[src/rtl/dslot_pkg.sv]
package dslot_pkg;
  localparam int CLS_W = 2;
  localparam int UOP_W = 3;
  localparam logic [CLS_W-1:0] CLS_ALU  = 2'b00;
  localparam logic [CLS_W-1:0] CLS_CMP  = 2'b01;
  localparam logic [CLS_W-1:0] CLS_LOAD = 2'b10;

  // A record may head a fused pair: flag-writing single-uop compare/test.
  function automatic logic fuse_head(logic v, logic [CLS_W-1:0] c, logic f,
                                     logic b, logic [UOP_W-1:0] n);
    return v && (c == CLS_CMP) && f && !b && (n == UOP_W'(1));
  endfunction

  // A record may close a fused pair: single-uop conditional branch.
  function automatic logic fuse_tail(logic v, logic b, logic [UOP_W-1:0] n);
    return v && b && (n == UOP_W'(1));
  endfunction

  // Micro-ops the complex slot emits for a count n.
  function automatic logic [UOP_W-1:0] cplx_uops(logic [UOP_W-1:0] n, int lim);
    return (int'(n) > lim) ? UOP_W'(lim) : n;
  endfunction
endpackage

[src/rtl/dslot_pair_scan.sv]
module dslot_pair_scan
  import dslot_pkg::*;
#(
  parameter int N_POS = 4
) (
  input  logic [N_POS-1:0]       vld,
  input  logic [N_POS*CLS_W-1:0] cls,
  input  logic [N_POS-1:0]       flg,
  input  logic [N_POS-1:0]       brc,
  input  logic [N_POS*UOP_W-1:0] uops,
  output logic [N_POS-1:0]       pair_ok,
  output logic [N_POS-1:0]       tail_ok
);
  logic [N_POS-1:0] head;

  for (genvar k = 0; k < N_POS; k++) begin : g_pos
    assign head[k] = fuse_head(vld[k], cls[k*CLS_W +: CLS_W], flg[k], brc[k],
                               uops[k*UOP_W +: UOP_W]);
    if (k < N_POS - 1) begin : g_mid
      assign pair_ok[k] = head[k] &&
                          fuse_tail(vld[k+1], brc[k+1], uops[(k+1)*UOP_W +: UOP_W]);
      assign tail_ok[k] = head[k] && !vld[k+1];
    end else begin : g_last
      assign pair_ok[k] = 1'b0;
      assign tail_ok[k] = head[k];
    end
  end
endmodule

[src/rtl/dslot_steer.sv]
module dslot_steer
  import dslot_pkg::*;
#(
  parameter int N_POS     = 4,
  parameter int CPLX_UOPS = 4,
  localparam int CNT_W    = $clog2(N_POS + 1)
) (
  input  logic [N_POS-1:0]       vld,
  input  logic [N_POS*CLS_W-1:0] cls,
  input  logic [N_POS*UOP_W-1:0] uops,
  input  logic [N_POS-1:0]       pair_ok,
  input  logic [N_POS-1:0]       tail_ok,
  input  logic                   held,
  output logic [N_POS-1:0]       s_vld,
  output logic [N_POS*CLS_W-1:0] s_cls,
  output logic [N_POS*UOP_W-1:0] s_uops,
  output logic [N_POS-1:0]       s_fused,
  output logic [CNT_W-1:0]       take,
  output logic                   hold0,
  output logic                   tail_cut
);
  always_comb begin
    int  nxt;
    int  slot;
    int  taken;
    logic stop;
    s_vld    = '0;
    s_cls    = '0;
    s_uops   = '0;
    s_fused  = '0;
    hold0    = 1'b0;
    tail_cut = 1'b0;
    stop     = 1'b0;
    nxt      = 0;
    slot     = 1;
    taken    = 0;
    // complex slot: fusion, lone-compare hold, or any single entry
    if (!vld[0]) begin
      stop = 1'b1;
    end else if (pair_ok[0]) begin
      s_vld[0]         = 1'b1;
      s_fused[0]       = 1'b1;
      s_cls[0 +: CLS_W] = cls[0 +: CLS_W];
      s_uops[0 +: UOP_W] = UOP_W'(1);
      taken = 2;
      nxt   = 2;
    end else if (tail_ok[0] && !held) begin
      hold0 = 1'b1;
      stop  = 1'b1;
    end else begin
      s_vld[0]           = 1'b1;
      s_cls[0 +: CLS_W]  = cls[0 +: CLS_W];
      s_uops[0 +: UOP_W] = cplx_uops(uops[0 +: UOP_W], CPLX_UOPS);
      taken = 1;
      nxt   = 1;
    end
    // simple slots: single-uop entries in order until a cut point
    for (int p = 1; p < N_POS; p++) begin
      if (!stop && p >= nxt) begin
        if (!vld[p] || uops[p*UOP_W +: UOP_W] != UOP_W'(1)) begin
          stop = 1'b1;
        end else if (pair_ok[p] || tail_ok[p]) begin
          stop     = 1'b1;
          tail_cut = tail_ok[p];
        end else begin
          s_vld[slot]                = 1'b1;
          s_cls[slot*CLS_W +: CLS_W] = cls[p*CLS_W +: CLS_W];
          s_uops[slot*UOP_W +: UOP_W] = UOP_W'(1);
          slot  = slot + 1;
          taken = taken + 1;
        end
      end
    end
    take = CNT_W'(taken);
  end
endmodule

[src/rtl/dslot_fuse_decode.sv]
module dslot_fuse_decode
  import dslot_pkg::*;
#(
  parameter int N_POS     = 4,
  parameter int CPLX_UOPS = 4,
  localparam int CNT_W    = $clog2(N_POS + 1),
  localparam int TOT_W    = $clog2(CPLX_UOPS + N_POS)
) (
  input  logic                   clk,
  input  logic                   rst_n,
  input  logic [N_POS-1:0]       in_vld,
  input  logic [N_POS*CLS_W-1:0] in_cls,
  input  logic [N_POS-1:0]       in_flg,
  input  logic [N_POS-1:0]       in_brc,
  input  logic [N_POS*UOP_W-1:0] in_uops,
  output logic [N_POS-1:0]       out_vld,
  output logic [N_POS*CLS_W-1:0] out_cls,
  output logic [N_POS*UOP_W-1:0] out_uops,
  output logic [N_POS-1:0]       out_fused,
  output logic [CNT_W-1:0]       out_consumed,
  output logic [TOT_W-1:0]       out_uop_total
);
  logic [N_POS-1:0]       pair_ok, tail_ok, s_vld, s_fused;
  logic [N_POS*CLS_W-1:0] s_cls;
  logic [N_POS*UOP_W-1:0] s_uops;
  logic [CNT_W-1:0]       take;
  logic                   hold0, tail_cut, held_q;
  logic [TOT_W-1:0]       tot_d;
  logic                   stall_evt, stall_q;

  dslot_pair_scan #(.N_POS(N_POS)) u_scan (
    .vld(in_vld), .cls(in_cls), .flg(in_flg), .brc(in_brc), .uops(in_uops),
    .pair_ok(pair_ok), .tail_ok(tail_ok)
  );

  dslot_steer #(.N_POS(N_POS), .CPLX_UOPS(CPLX_UOPS)) u_steer (
    .vld(in_vld), .cls(in_cls), .uops(in_uops), .pair_ok(pair_ok),
    .tail_ok(tail_ok), .held(held_q), .s_vld(s_vld), .s_cls(s_cls),
    .s_uops(s_uops), .s_fused(s_fused), .take(take), .hold0(hold0),
    .tail_cut(tail_cut)
  );

  always_comb begin
    int acc;
    acc = 0;
    for (int k = 0; k < N_POS; k++) acc = acc + int'(s_uops[k*UOP_W +: UOP_W]);
    tot_d = TOT_W'(acc);
  end

  // a valid window that moved nothing forward
  assign stall_evt = in_vld[0] && (take == '0);

  always_ff @(posedge clk) begin
    if (!rst_n) begin
      out_vld       <= '0;
      out_cls       <= '0;
      out_uops      <= '0;
      out_fused     <= '0;
      out_consumed  <= '0;
      out_uop_total <= '0;
      held_q        <= 1'b0;
      stall_q       <= 1'b0;
    end else begin
      out_vld       <= s_vld;
      out_cls       <= s_cls;
      out_uops      <= s_uops;
      out_fused     <= s_fused;
      out_consumed  <= take;
      out_uop_total <= tot_d;
      held_q        <= hold0 | tail_cut;
      stall_q       <= stall_evt;
    end
  end

  // every consumed entry shows up in a slot (a fused slot covers two)
  a_r1_consume_match: assert property (@(posedge clk) disable iff (!rst_n)
    int'(out_consumed) == $countones(out_vld) + $countones(out_fused));
  // fusion only in the complex slot
  a_r3_fuse_complex: assert property (@(posedge clk) disable iff (!rst_n)
    (out_fused >> 1) == '0);
  // one fusion per cycle
  a_r4_one_fusion: assert property (@(posedge clk) disable iff (!rst_n)
    $onehot0(out_fused));
  // a compare is never held two cycles in a row
  a_r8_single_hold: assert property (@(posedge clk) disable iff (!rst_n)
    stall_q |=> !stall_q);
  // a hold only happens when the previous cycle did not already hold
  a_r8_hold_gap: assert property (@(posedge clk) disable iff (!rst_n)
    hold0 |-> !held_q);

  for (genvar k = 1; k < N_POS; k++) begin : g_simple_chk
    // simple slots carry exactly one micro-op
    a_r6_simple_uop: assert property (@(posedge clk) disable iff (!rst_n)
      out_vld[k] |-> out_uops[k*UOP_W +: UOP_W] == UOP_W'(1));
  end
endmodule

[config.mk]
export PLATFORM = sky130hd
export DESIGN_NAME = dslot_fuse_decode
export DESIGN_NICKNAME = d
export VERILOG_FILES = /design/src/rtl/dslot_pkg.sv /design/src/rtl/dslot_pair_scan.sv /design/src/rtl/dslot_steer.sv /design/src/rtl/dslot_fuse_decode.sv
export SDC_FILE = /design/constraint.sdc
export NUM_CORES = 1
export LEC_CHECK = 0
export BUFFER_PORTS_ARGS = -buffer_cell sky130_fd_sc_hd__buf_4
export CAP_MARGIN = 25
export CORE_ASPECT_RATIO = 0.5
export CORE_MARGIN = 2
export CORE_UTILIZATION = 56
export CTS_CLUSTER_DIAMETER = 100
export DETAILED_ROUTE_END_ITERATION = 12
export PLACE_DENSITY = 0.86
export REMOVE_ABC_BUFFERS = 1
export SLEW_MARGIN = 0
export SYNTH_ARGS = -nofsm -noshare
export SYNTH_HDL_FRONTEND = slang
export SYNTH_SLANG_ARGS = --single-unit
[constraint.sdc]
create_clock -name clk -period 12.3 [get_ports clk]
set_input_delay 0.615 -clock clk [delete_from_list [all_inputs] [get_ports clk]]
set_output_delay 0.615 -clock clk [all_outputs]
set_load 0.02 [all_outputs]
==> impl_metrics.tcl <==
set metrics [dict create \
    status "finished, final reports clean" \
    synthToLayoutAreaGrowth_pct 25.4 \
    crit_type "input pin to flip-flop" \
    row_count 16 \
    io_buffers 64 \
    crit_family "adder cells" \
    setup_viol 0 \
    track_usage 0.264 \
    met1_usage 0.348 \
    yosys-top-cells-area "dfxtp_1 (28%), ha_1 (9.8%), and2_1 (3.5%), nor2_1 (3.4%), nor3_1 (3.3%)" \
    antenna_left 0 \
    cts_made_buffers 5 \
    clock_skew_ns 0.00652 \
    p_int_mw 0.161 \
    start_util 0.585 \
    die_w_um 94.5 \
    worstHoldStart "in_cls[7]" \
    rsz0062_at_grt "no" \
    yosys.cell_count.top_type "dfxtp_1" \
    critPathMaxFanout 7 \
    die_area_mm2 0.00466 \
    pwr-share-seq 0.472 \
    cts_hold_buf 0 \
    arrival_ns 7.63 \
    drive_gt1_frac 0.283 \
    min_period_over_period 0.603 \
    finalPower_mw 0.224 \
    worst_path_max_delay_cell "a2111oi_4" \
    reg2reg_setup_slack_ns 5.26 \
    wire_per_inst_um 15.7 \
    insertion_delay_ns 0.29 \
    synth-seq-area-share 0.279 \
    fin_tns_setup_ns 0 \
    critical_path.max_stage_delay_ns 0.62 \
    globalRoute.totalOverflow 0 \
    synth.top_cell.area_share 0.279 \
    num-nets-final 373 \
    max_slew_margin 0.546 \
    p_comb_frac 0.184 \
    start_kind "input pin" \
    core_area_mm2 0.00392 \
    hold_class "input pin to flip-flop" \
    top_usage_layer "met2" \
    post_cts_resize_count 0 \
    clockRootBuffer "clkbuf_8" \
    endpoint_kind "flip-flop" \
    grt_use_met2 0.445 \
    final_max_slew_viol_count 0 \
    antenna_cells 0 \
    async_flop_share 0 \
    worst-slew-pin-transition_ns 0.676 \
    pwr-share-clk 0.345 \
    drc_errors 0 \
    synth_flop_cell "dfxtp_1" \
    synth_cell_type_count 62 \
    cts-htree-levels 2 \
    viasPerCell 5.87 \
    path_buf_inv 3 \
    cp-startpoint "in_brc[0]" \
    p_sw_mw 0.0624 \
    leakage_nw 1.25 \
    r2r-start "held_q" \
    routed_wl_um 5850 \
    grt_max_degree 20 \
    die_h_um 49.3 \
    antenna_found_initial 0 \
    min_to "out_cls[7]" \
    crit_top_cell "ha_1" \
    cap_violations 0 \
    drt_iter0_drc 142 \
    ios 68 \
    synth-edff-count 0 \
    grt_pass1_wl_um 9450 \
    synth-seq-cells 32 \
    synth_warnings 0 \
    first_pass_iters 4 \
    r2r_cells 25 \
    dp_hpwl_um 4740 \
    power_density_mw_per_mm2 77.8 \
    clkSinkCount 32 \
    synthTopCellsByCount "dfxtp_1 (32), nor2_1 (21), nand2_1 (19)" \
    peakVddDrop_mv 0.0404 \
    rr_endpoint "out_uop_total[2]" \
    avgSynthCellArea_um2 9.18 \
    synth_area_leader_cell "dfxtp_1" \
    fin_crit_ns 7.41 \
    power.share.switching 0.279 \
    max_freq_ghz 0.135 \
    syn_inst 250 \
    synth_area_mm2 0.00229 \
    grt_pass1_vias 2037 \
    met3_usage 0.0510 \
    cts.clk_slew.worst_paths_ns 0.07 \
    cp.required_ns 12.52 \
    hold_depth 2 \
    cts_max_path_buffers 2 \
    cts_tree "built" \
    finalHoldViolCount 0 \
    post_cts_buffers 0 \
    vias 2182 \
    gp_congestion 0.963 \
]
[area by class of cell]
cell class                      count  area [um^2]
Multi-Input combinational cell    204         1570
Sequential cell                    32          641
Clock inverter                      1         5.00
Fill cell                         326         1050
Clock buffer                        6         72.6
Inverter                           10         37.5
Timing Repair Buffer               65          488
Tap cell                           54         67.6
[layer usage]
layer	vias up	part of all wire	wire length (um)
li1	1035	-	-
met4	0	0.012	73
met3	13	0.068	397
met5	-	0	0
met2	93	0.47	2750
met1	1041	0.45	2630
[state kept, by name, summed over array words and instances, names as in the netlist]
| register | flops |
|---|---|
| held_q | 1 |
| out_cls | 8 |
| out_consumed | 3 |
| out_vld | 4 |
| out_uops | 12 |
| out_uop_total | 3 |
| out_fused | 1 |
[logic make-up (layout without fill, tap and decap cells)]
group / Yosys count / in the layout / share of synthesized area
AO/OA/AOI/OAI: 40 / 40 / 0.157
XOR/XNOR: 11 / 11 / 0.0453
adder cells (fa/ha/maj): 21 / 21 / 0.124
buffers and inverters: 20 / 82 / 0.0480
flip-flops: 32 / 32 / 0.279
multiplexers: 12 / 12 / 0.0616
other: 2 / 8 / 0.00327
AND/OR/NAND/NOR: 112 / 112 / 0.281
[cell usage in the layout (no fill, tap or decap), drive strengths merged, types with 3 or more instances in the layout]
| cell type | Yosys | routed |
|---|---|---|
| clkbuf | 3 | 6 |
| a22oi | 3 | 3 |
| mux2 | 4 | 4 |
| nor4bb | 3 | 3 |
| nand3 | 6 | 6 |
| xnor2 | 6 | 6 |
| nor3 | 15 | 15 |
| nor4 | 6 | 6 |
| ha | 18 | 18 |
| dfxtp | 32 | 32 |
| or3 | 4 | 4 |
| a21o | 4 | 4 |
| a21oi | 9 | 9 |
| buf | 7 | 65 |
| inv | 9 | 9 |
| and3 | 4 | 4 |
| fa | 3 | 3 |
| xor2 | 5 | 5 |
| conb | 2 | 8 |
| nand4bb | 3 | 3 |
| and2 | 13 | 13 |
| nand2 | 19 | 19 |
| o21ai | 4 | 4 |
| mux2i | 8 | 8 |
| nor2 | 21 | 21 |
[worst register-to-register path, delay by kind of cell (launching register included)]
family,cells,cell delay [ns]
adders and majority gates,7,2.28
buffers and inverters,2,0.24
xor gates and xnor gates,4,0.94
and+or+nand+nor,7,1.68
AOI/OAI and AO/OA,4,1.27
muxes,1,0.20
DFF,1,0.35
[worst max-delay path by stage]
| stage | to | slack [ns] | depth (start not counted) |
|---|---|---|---|
| 2_1_floorplan | out_uop_total[2] | 5.09 | 25 |
| 6_report | out_uop_total[2] | 4.89 | 26 |
| 4_1_cts | out_uop_total[2] | 4.93 | 26 |
| 3_3_place_gp | out_uop_total[2] | 4.98 | 26 |
| 5_1_grt | out_uop_total[2] | 4.24 | 26 |
| 3_5_place_dp | out_uop_total[2] | 4.66 | 26 |
[through the flow]
stage | setup WS, ns | instance area (um^2) | std cells | hold WS [ns] | utilization
2_1_floorplan | 5.09 | 2240 | 246 | 0.584 | -
3_3_place_gp | 4.98 | 2800 | 365 | 0.637 | 0.714
3_5_place_dp | 4.66 | 2800 | 365 | 0.655 | 0.714
4_1_cts | 4.93 | 2880 | 372 | 0.570 | 0.733
5_1_grt | 4.24 | 2880 | 372 | 0.577 | 0.733
6_report | 4.89 | 2880 | 372 | 0.571 | 0.733
[power groups by stage]
stage                     logic [mW]  clock network, mW  registers [mW]
after floorplan               0.0202                  0           0.110
after global placement        0.0396                  0           0.108
after detailed placement      0.0405                  0           0.108
after CTS                     0.0409             0.0772           0.106
after global routing          0.0447             0.0820           0.106
final                         0.0411             0.0772           0.106
Power figures use the tool's default switching activity.
